$ cat src/rtl/rb_pkg.sv
package rb_pkg;
    typedef enum logic [2:0] {
        ST_IDLE,
        ST_HEAD,
        ST_FRAME,
        ST_TAIL,
        ST_CRC,
        ST_DONE
    } rb_state_e;

    localparam int CRC_W = 11;
    localparam logic [CRC_W-1:0] CRC_POLY = 11'h3AD;
    localparam int HEAD_LEN = 6;
    localparam int CHECK_BITS = 4;
    localparam int LAST_HIGH = 7;
    localparam int FIRST_HIGH = 2;
endpackage

$ cat src/rtl/rb_crc_step.sv
module rb_crc_step #(
    parameter int W = 11,
    parameter logic [W-1:0] POLY = 11'h3AD
) (
    input  logic [W-1:0] crc_i,
    input  logic         bit_i,
    output logic [W-1:0] crc_o
);
    logic fb;
    always_comb begin
        fb    = crc_i[W-1] ^ bit_i;
        crc_o = {crc_i[W-2:0], 1'b0} ^ (fb ? POLY : '0);
    end
endmodule

$ cat src/rtl/rb_frame_bit.sv
module rb_frame_bit
    import rb_pkg::*;
#(
    parameter int NUM_FRAMES    = 4,
    parameter int FRAME_BITS    = 16,
    parameter int CAP_OFS       = 4,
    parameter int CAP_PER_FRAME = 3,
    parameter int FW            = 2,
    parameter int BW            = 4,
    parameter int NCAP          = NUM_FRAMES * CAP_PER_FRAME
) (
    input  logic [FW-1:0]   frm_i,
    input  logic [BW-1:0]   pos_i,
    input  logic            cap_mode_i,
    input  logic [NCAP-1:0] snap_i,
    input  logic            mem_i,
    output logic            bit_o
);
    int  f;
    int  b;
    int  idx;
    logic in_win;
    logic sel;

    always_comb begin
        f      = int'(frm_i);
        b      = int'(pos_i);
        in_win = (b >= CAP_OFS) && (b < CAP_OFS + CAP_PER_FRAME);
        idx    = f * CAP_PER_FRAME + b - CAP_OFS;
        sel    = 1'b0;
        for (int k = 0; k < NCAP; k++) begin
            if (k == idx) sel = snap_i[k];
        end
        bit_o = mem_i;
        if (cap_mode_i && in_win) bit_o = ~sel;
        if (f == 0 && b < FIRST_HIGH) bit_o = 1'b1;
        if (f == NUM_FRAMES - 1 && b >= FRAME_BITS - LAST_HIGH) bit_o = 1'b1;
        if (b >= FRAME_BITS - CHECK_BITS) bit_o = 1'b1;
    end
endmodule

$ cat src/rtl/rb_engine.sv
module rb_engine
    import rb_pkg::*;
#(
    parameter int NUM_FRAMES    = 4,
    parameter int FRAME_BITS    = 16,
    parameter int CAP_OFS       = 4,
    parameter int CAP_PER_FRAME = 3,
    localparam int NCAP = NUM_FRAMES * CAP_PER_FRAME,
    localparam int FW   = (NUM_FRAMES > 1) ? $clog2(NUM_FRAMES) : 1,
    localparam int BW   = (FRAME_BITS > 1) ? $clog2(FRAME_BITS) : 1
) (
    input  logic            clk,
    input  logic            rst,
    input  logic            trig,
    input  logic            cap_en,
    input  logic [NCAP-1:0] user_state,
    input  logic            rd_data,
    output logic [FW-1:0]   rd_frame,
    output logic [BW-1:0]   rd_bit,
    output logic            busy,
    output logic            dout
);
    localparam int CW = (BW > 4) ? BW : 4;

    typedef struct packed {
        rb_state_e        st;
        logic [CW-1:0]    cnt;
        logic [FW-1:0]    frm;
        logic             trig_prev;
        logic             cap_mode;
        logic [NCAP-1:0]  snap;
        logic [CRC_W-1:0] crc;
        logic             busy;
        logic             dout;
    } regs_t;

    regs_t r_q, r_d;
    logic             fbit;
    logic [CRC_W-1:0] crc_nx;
    logic             rise;

    rb_frame_bit #(
        .NUM_FRAMES(NUM_FRAMES), .FRAME_BITS(FRAME_BITS), .CAP_OFS(CAP_OFS),
        .CAP_PER_FRAME(CAP_PER_FRAME), .FW(FW), .BW(BW), .NCAP(NCAP)
    ) u_sel (
        .frm_i(r_q.frm), .pos_i(r_q.cnt[BW-1:0]), .cap_mode_i(r_q.cap_mode),
        .snap_i(r_q.snap), .mem_i(rd_data), .bit_o(fbit)
    );

    rb_crc_step #(.W(CRC_W), .POLY(CRC_POLY)) u_crc (
        .crc_i(r_q.crc), .bit_i(fbit), .crc_o(crc_nx)
    );

    always_comb begin
        r_d           = r_q;
        rise          = trig & ~r_q.trig_prev;
        r_d.trig_prev = trig;
        unique case (r_q.st)
            ST_IDLE: begin
                r_d.dout = 1'b1;
                r_d.busy = 1'b0;
                if (rise) begin
                    r_d.st       = ST_HEAD;
                    r_d.cnt      = '0;
                    r_d.frm      = '0;
                    r_d.busy     = 1'b1;
                    r_d.cap_mode = cap_en;
                    r_d.snap     = user_state;
                end
            end
            ST_HEAD: begin
                r_d.dout = (int'(r_q.cnt) != HEAD_LEN - 1);
                if (int'(r_q.cnt) == HEAD_LEN - 1) begin
                    r_d.crc = '0;
                    r_d.st  = ST_FRAME;
                    r_d.cnt = '0;
                    r_d.frm = '0;
                end else begin
                    r_d.cnt = r_q.cnt + 1'b1;
                end
            end
            ST_FRAME: begin
                r_d.dout = fbit;
                r_d.crc  = crc_nx;
                if (int'(r_q.cnt) == FRAME_BITS - 1) begin
                    r_d.cnt = '0;
                    if (int'(r_q.frm) == NUM_FRAMES - 1) r_d.st = ST_TAIL;
                    else r_d.frm = r_q.frm + 1'b1;
                end else begin
                    r_d.cnt = r_q.cnt + 1'b1;
                end
            end
            ST_TAIL: begin
                r_d.dout = 1'b0;
                r_d.st   = ST_CRC;
                r_d.cnt  = '0;
            end
            ST_CRC: begin
                r_d.dout = r_q.crc[CRC_W-1];
                r_d.crc  = {r_q.crc[CRC_W-2:0], 1'b0};
                if (int'(r_q.cnt) == CRC_W - 1) r_d.st = ST_DONE;
                else r_d.cnt = r_q.cnt + 1'b1;
            end
            default: begin
                r_d.dout = 1'b1;
                r_d.busy = 1'b0;
                r_d.st   = ST_IDLE;
            end
        endcase
        if (rst) begin
            r_d           = '0;
            r_d.st        = ST_IDLE;
            r_d.dout      = 1'b1;
            r_d.trig_prev = trig;
        end
    end

    always_ff @(posedge clk) begin
        r_q <= r_d;
    end

    assign rd_frame = r_d.frm;
    assign rd_bit   = (r_d.st == ST_FRAME) ? r_d.cnt[BW-1:0] : '0;
    assign busy     = r_q.busy;
    assign dout     = r_q.dout;
endmodule

$ cat config.mk
export PLATFORM = sky130hd
export DESIGN_NAME = rb_engine
export DESIGN_NICKNAME = d
export VERILOG_FILES = /design/src/rtl/rb_pkg.sv /design/src/rtl/rb_crc_step.sv /design/src/rtl/rb_frame_bit.sv /design/src/rtl/rb_engine.sv
export SDC_FILE = /design/constraint.sdc
export NUM_CORES = 1
export LEC_CHECK = 0
export ABC_AREA = 0
export BUFFER_PORTS_ARGS = -buffer_cell sky130_fd_sc_hd__buf_2
export CORE_MARGIN = 2
export CORE_UTILIZATION = 55
export CTS_BUF_LIST = sky130_fd_sc_hd__clkbuf_16
export DETAILED_ROUTE_END_ITERATION = 10
export GPL_TIMING_DRIVEN = 0
export PLACE_DENSITY_LB_ADDON = 0.08
export SLEW_MARGIN = 20
export SYNTH_ARGS = -nofsm -noshare
export SYNTH_HDL_FRONTEND = slang
export SYNTH_SLANG_ARGS = --single-unit
$ cat constraint.sdc
create_clock -name clk -period 4.8 [get_ports clk]
set_clock_uncertainty 0.1 [all_clocks]
set_input_delay 0.24 -clock clk [delete_from_list [all_inputs] [get_ports clk]]
set_output_delay 0.24 -clock clk [all_outputs]
set_load 0.01 [all_outputs]
==> metrics.txt, run 1 <==
CP Max Fanout 6; most frequent CP cell ha_1; cts hold-fix bufs 1; CTS Buf Count 5; Data required, critical path 4.86 ns; Critical Path Source Type flip-flop; R2R cell count 13; pre-CTS setup slack 1.39 ns; Arr. time, crit path 3.48 ns; post-synthesis sequential area ratio 33.3%; Via Count 1911; Max-slew headroom 37.2%; Initial Util 58.2%; Vias per Instance 5.76; post_cts resized 0; outcome completed; starting DRC count in detailed routing 93; LEAKAGE 1.03 nW; RSZ-0062 raised after global routing false; cells after synthesis 251; critical path's largest stage delay 0.55 ns; clk sink count 36; #FFs+latches synth 36; CP max-delay cell fa_1; Crit. path cell count 13; hold violation count in the final report 0; post-synthesis instance area 2160 sq um; Worst Tran Pin Value 0.934 ns; RD Place Congestion 0.854; Die H 66.7 um; Root Driver clkbuf_16; DRC Markers 0; Die W 66.7 um; I/O pin cnt 25; die area 4450 sq um; PwrDens 294 nW/um^2; Final Max Tran Viols 0; syn nets 285; initial antenna violation count 0; number of diodes 0; post-synth cell types 52; # Max-Cap Violations 0; critical path capture point type flip-flop; Routed WL per cell 14.4 um; layout cells sized above 1 17.3%; min Tclk post-route 3.42 ns; dpl hpwl 3.62 mm; pin count of the biggest net entering global routing 13; period utilization 71.2%; Synth-to-Final Area Change 16.5%; Max IR drop VDD 0.000274 V; predominant post-synthesis flop cell dfxtp_1; DRT Pass-1 Iters 4; worst setup margin 1.38 ns; delay-heaviest family, CP adder cells; Detail Route Antenna Nets 0; Core ar. 3720 sq um; fraction of registers with async set/reset 0%; fmax 292 MHz; Avg Inst Size Synth 8.62 sq um; first-pass GRT wire length 8.31 mm; Post-Layout Cell Count 332; hold path depth 3; critical path type reg2reg; GRT overflow 0; CTS tree done; final setup violation count 0; total negative setup slack 0 ns; Placed Cells 323; clock slew at reported path FFs 0.06 ns; Total GRT Usage 24.3%; Post-CTS Setup Bufs 0; Clock Path Buffers 2; total wire length 4.79 mm; YS warnings 0; worst path buffer plus inverter count 2; CP Cell Sequence inv_1 -> ha_1 -> ha_1 -> ha_1 -> inv_1 -> fa_1 -> nand2_1 -> o22ai_1 -> o21ai_0 -> a211o_1 -> a311oi_2 -> or2_1 -> o21ai_1; PortBufs 24; H-tree depth 2; Worst-Skew Late Latency 0.28 ns; # rows 22; EDFF count, synth 0; vias in the first global route 1827; worst hold slack 0.0936 ns; fin nets 317; total power 0.742 mW; Worst Hold Class in2reg
## through the flow
stage          util [%]  area (sq um)
6_report           67.9          2520
5_1_grt            67.9          2520
3_3_place_gp       63.1          2340
2_1_floorplan         -          2160
4_1_cts            67.9          2520
3_5_place_dp       63.1          2340
## power by group
group          total, mW  internal (mW)  switching, mW
clock network      0.370          0.244          0.126
registers          0.313          0.307        0.00574
logic             0.0587         0.0258         0.0329
## logic make-up after synthesis
logic type | synth area share (%)
compound gates | 20.3
xor+xnor | 0.809
fa+ha+maj | 10.2
buf+inv | 6.36
flops | 33.3
mux | 10.2
simple gates | 18.9
## flip-flops by register name, indices dropped and copies added (netlist names)
register  count
busy          1
r_q          34
dout          1
## per-layer routing
metal / track usage (%) / wire length, um / vias up
met4: 8.67 / 64 / 0
met1: 33.7 / 2380 / 892
met5: 0 / 0 / -
met2: 38.1 / 2180 / 46
met3: 3.89 / 171 / 8
li1: - / - / 965
## worst min-delay path, stage by stage
cell and delay, ns:
buf_2 0.07, mux2i_1 0.05, nor2_1 0.07
## cell type report
type | count | area, sq um
Buffer | 13 | 77.6
Clock buffer | 5 | 125
Clock inverter | 3 | 42.5
Fill cell | 312 | 1190
Inverter | 16 | 60.1
Multi-Input combinational cell | 186 | 1310
Sequential cell | 36 | 721
Tap cell | 48 | 60.1
Timing Repair Buffer | 25 | 130
## path summary, 6_finish.rpt
path / from / endpoint / slack (ns)
setup reg to reg: r_q[27] / r_q[5] / 1.38
hold reg to reg: r_q[9] / r_q[10] / 0.37
setup / recovery: r_q[27] / r_q[5] / 1.38
hold / removal: user_state[0] / r_q[13] / 0.09
## Yosys cell counts, types with 2 or more instances
library cell | n | area share [%]
a211oi_1 | 3 | 1.0
a21o_1 | 2 | 0.69
a21oi_1 | 15 | 3.5
a22oi_1 | 4 | 1.4
a31oi_1 | 2 | 0.58
a32oi_1 | 8 | 3.2
buf_1 | 2 | 0.35
buf_2 | 2 | 0.46
buf_4 | 5 | 1.7
clkbuf_1 | 3 | 0.52
dfxtp_1 | 36 | 33
ha_1 | 16 | 9.2
inv_1 | 15 | 2.6
mux2i_1 | 16 | 7.4
mux4_2 | 2 | 2.1
nand2_1 | 17 | 2.9
nand2b_1 | 4 | 1.2
nand3_1 | 6 | 1.4
nand3b_1 | 4 | 1.4
nor2_1 | 34 | 5.9
nor2b_1 | 3 | 0.87
o211ai_1 | 4 | 1.4
o21ai_0 | 12 | 2.8
o21ai_1 | 6 | 1.4
o22ai_1 | 2 | 0.58
or2_1 | 2 | 0.58
## layout by cell type, fill, tap and decap left out, types with 2 or more instances in the layout
master,count
a211oi_1,3
a21o_1,2
a21oi_1,15
a22oi_1,4
a31oi_1,2
a32oi_1,8
buf_1,2
buf_2,26
buf_4,5
clkbuf_1,3
clkbuf_16,5
dfxtp_1,36
ha_1,16
inv_1,15
mux2i_1,16
mux4_2,2
nand2_1,17
nand2b_1,4
nand3_1,6
nand3b_1,4
nor2_1,34
nor2b_1,3
o211ai_1,4
o21ai_0,12
o21ai_1,6
o22ai_1,2
or2_1,2
No activity file was read; power rests on OpenSTA's default activity.
==> inputs of run 2 (changes only) <==
--- a/config.mk
+++ b/config.mk
@@ -5,7 +5,7 @@
 export SDC_FILE = /design/constraint.sdc
 export NUM_CORES = 1
 export LEC_CHECK = 0
-export ABC_AREA = 0
+export ABC_AREA = 1
 export BUFFER_PORTS_ARGS = -buffer_cell sky130_fd_sc_hd__buf_2
 export CORE_MARGIN = 2
 export CORE_UTILIZATION = 55
==> constraint.sdc (replaced) <==
create_clock -name clk -period 3.4 [get_ports clk]
set_clock_uncertainty 0.1 [all_clocks]
set_input_delay 0.17 -clock clk [delete_from_list [all_inputs] [get_ports clk]]
set_output_delay 0.17 -clock clk [all_outputs]
set_load 0.01 [all_outputs]
==> run 2 against run 1 <==
Effect of this change: clock power is 42% higher; sequential share of layout area shrank 1.8 points; final cell count rose by 26%; largest power group unchanged.
==> metrics.txt, run 2 <==
Clock Path Buffers 2 (unchanged); starting DRC count in detailed routing 101 (+8.6%); layout cells sized above 1 19.1% (+1.8 points); RD Place Congestion 0.876 (+2.5%); fmax 312 MHz (+6.8%); final setup violation count 0 (unchanged); Die H 69.1 um (+3.5%); worst setup margin 0.198 ns (-1.18 ns); Switching Power 0.247 mW (+50%); total power 1.06 mW (+43%); H-tree depth 2 (unchanged); DRC Markers 0 (unchanged); top cell type's share of synthesized area 31.0% (-2.3 points); Worst Hold Class in2reg; Arr. time, crit path 3.28 ns (-0.20 ns); most numerous cell in the Yosys netlist nand2_1; LEAKAGE 1.27 nW (+23%); CP Max Fanout 7 (+1); Worst R2R Setup Slack 0.20 ns (-1.18 ns); Int Pwr 0.814 mW (+41%); total wire length 5.32 mm (+11%); dpl hpwl 3.79 mm (+4.7%); cell taking the most area after synthesis dfxtp_1; clk sink count 36 (unchanged); Worst Min Path Start rst; PortBufs 24 (unchanged); placed cell areas 2510 sq um (+7.0%); critical path type reg2reg; sequential share of power 41.9% (-0.3 points); post-synthesis sequential area ratio 31.0% (-2.3 points); Synth-to-Final Area Change 17.1%; Total GRT Usage 22.8% (-1.6 points); fraction of registers with async set/reset 0% (unchanged); number of diodes 0 (unchanged); register with the most flip-flops r_q; post-synth cell types 37 (-29%); Post-Layout Cell Count 417 (+26%); I/O pin cnt 25 (unchanged); Die W 69.1 um (+3.5%); worst reg2reg endpoint r_q[4]; Core ar. 4030 sq um (+8.4%); switch share 23.3% (+1.0 points); max reg flops 34 (unchanged); CTS tree done; Root Driver clkbuf_16; DRT Pass-1 Iters 5 (+1); Vias per Instance 5.31 (-7.8%); pin count of the biggest net entering global routing 13 (unchanged); critical path capture point type flip-flop; Fill cells 385 (+23%); cells after synthesis 333 (+33%); predominant post-synthesis flop cell dfxtp_1; Via Count 2213 (+16%); total negative setup slack 0 ns (unchanged); die area 4770 sq um (+7.1%); combinational power share 8.7% (+0.8 points); worst hold slack 0.00610 ns (-0.0875 ns); Routed WL per cell 12.7 um (-12%); Worst Tran Pin Value 0.535 ns (-0.399 ns); r2r startpoint r_q[27]; initial antenna violation count 0 (unchanged); fin nets 400 (+26%); clock slew at reported path FFs 0.06 ns (about the same); Max IR drop VDD 0.000429 V (+57%); first-pass GRT wire length 8.87 mm (+6.7%); R2R cell count 23 (+10); post-synthesis instance area 2330 sq um (+7.5%); commonest cells after routing, fill and taps aside nand2_1, inv_1, nor2_1, dfxtp_1, nand3_1; GRT overflow 0 (unchanged); final core occ 67.6% (-0.24 points); hold path depth 2 (-1); #FFs+latches synth 36 (unchanged); YS warnings 0 (unchanged); Worst-Skew Late Latency 0.28 ns (about the same); outcome completed; # rows 23 (+4.5%); fin area 2730 sq um (+8.0%); PwrDens 389 nW/um^2 (+32%); Detail Route Antenna Nets 0 (unchanged); Data required, critical path 3.48 ns (-1.38 ns); Avg Inst Size Synth 6.99 sq um (-19%); period utilization 94.2% (+23 points); largest cells by area after synthesis dfxtp_1, ha_1, nand2_1; hold violation count in the final report 0 (unchanged); # Max-Cap Violations 0 (unchanged); most frequent cells after synthesis nand2_1, inv_1, nor2_1, dfxtp_1, nand3_1; Clock power frac 49.3% (-0.6 points); Critical Path Source Type flip-flop; Placed Cells 407 (+26%); Endpoint, Worst Hold r_q[34]; commonest non-fill, non-tap cell in the layout nand2_1; min Tclk post-route 3.20 ns (-0.218 ns); CTS Buf Count 5 (unchanged); Initial Util 57.8% (-0.49 points); syn nets 367 (+29%); EDFF count, synth 0 (unchanged); Final Max Tran Viols 0 (unchanged); pre-CTS setup slack 0.108 ns (-1.29 ns); Max-slew headroom 63.9% (+27 points); vias in the first global route 2058 (+13%)
[run 2: cell count changes after synthesis, sizes merged, moves of 5 or more]
cell	previous run	this run
mux2i	16	0
nor4	1	6
inv	15	50
a32oi	8	0
nor3	1	8
nand3	6	35
nand2	17	57
nor2	35	46
[run 2: logic make-up after synthesis]
group	count (synthesis)	share of synthesized area, %
and+or+nand+nor	163	34.5
buffers and inverters	65	12.3
AOI/OAI and AO/OA	51	12.4
DFF	36	31.0
adders and majority gates	17	9.46
xor gates and xnor gates	1	0.376
[run 2: worst max-delay path by stage]
stage	startpoint	endpoint
finish	r_q[27]	r_q[4]
global route	r_q[27]	r_q[10]
CTS	r_q[27]	r_q[4]
detailed placement	r_q[27]	r_q[4]
global placement	r_q[27]	r_q[4]
floorplan	r_q[27]	r_q[4]
[run 2: area by class of cell]
class	count	area (sq um)	share of cell area, %
flip-flops and latches	36	728	26.7
multi-input cells	232	1340	49.3
inverters	51	191	7.02
plain buffers	14	95.1	3.49
clock buffers	5	125	4.59
clock inverters	3	42.5	1.56
well taps	50	62.6	2.30
repair buffers	26	138	5.05
[run 2: critical path, stage by stage, from the launching register on]
cell      delay (ns)
dfxtp_4         0.37
inv_2           0.04
ha_1            0.29
ha_1            0.27
ha_1            0.16
inv_1           0.06
fa_2            0.59
inv_1           0.05
nor2_1          0.08
nand3b_1        0.09
nor2_1          0.12
nand2_1         0.07
nand2_1         0.06
inv_1           0.05
nand3_2         0.09
nand2_4         0.08
nand2_4         0.09
nand2_4         0.08
nand3_2         0.07
nand2_1         0.05
nand2_1         0.05
nand3_1         0.08
nand2_1         0.06
inv_1           0.03
[run 2: layer usage]
metal  global-route usage (%)  wire [um]
met1                     28.2       2480
met2                     38.1       2470
met3                     4.24        204
met4                     10.5        163
met5                        0          0
[run 2: power groups by stage]
| stage | combinational (mW) | clock [mW] | sequential, mW |
|---|---|---|---|
| finish | 0.0926 | 0.524 | 0.445 |
| global route | 0.106 | 0.545 | 0.447 |
| CTS | 0.0923 | 0.529 | 0.447 |
| detailed placement | 0.0895 | 0 | 0.456 |
| global placement | 0.0882 | 0 | 0.456 |
| floorplan | 0.0612 | 0 | 0.454 |
[run 2: what timing repair did]
| action | in CTS | in global routing |
|---|---|---|
| hold buffers | 1 | 0 |
| endpoints found under the setup margin | 0 | 6 |
| resized for setup | 0 | 9 |
| endpoints found under the hold margin | 1 | 0 |
| setup buffers | 0 | 1 |
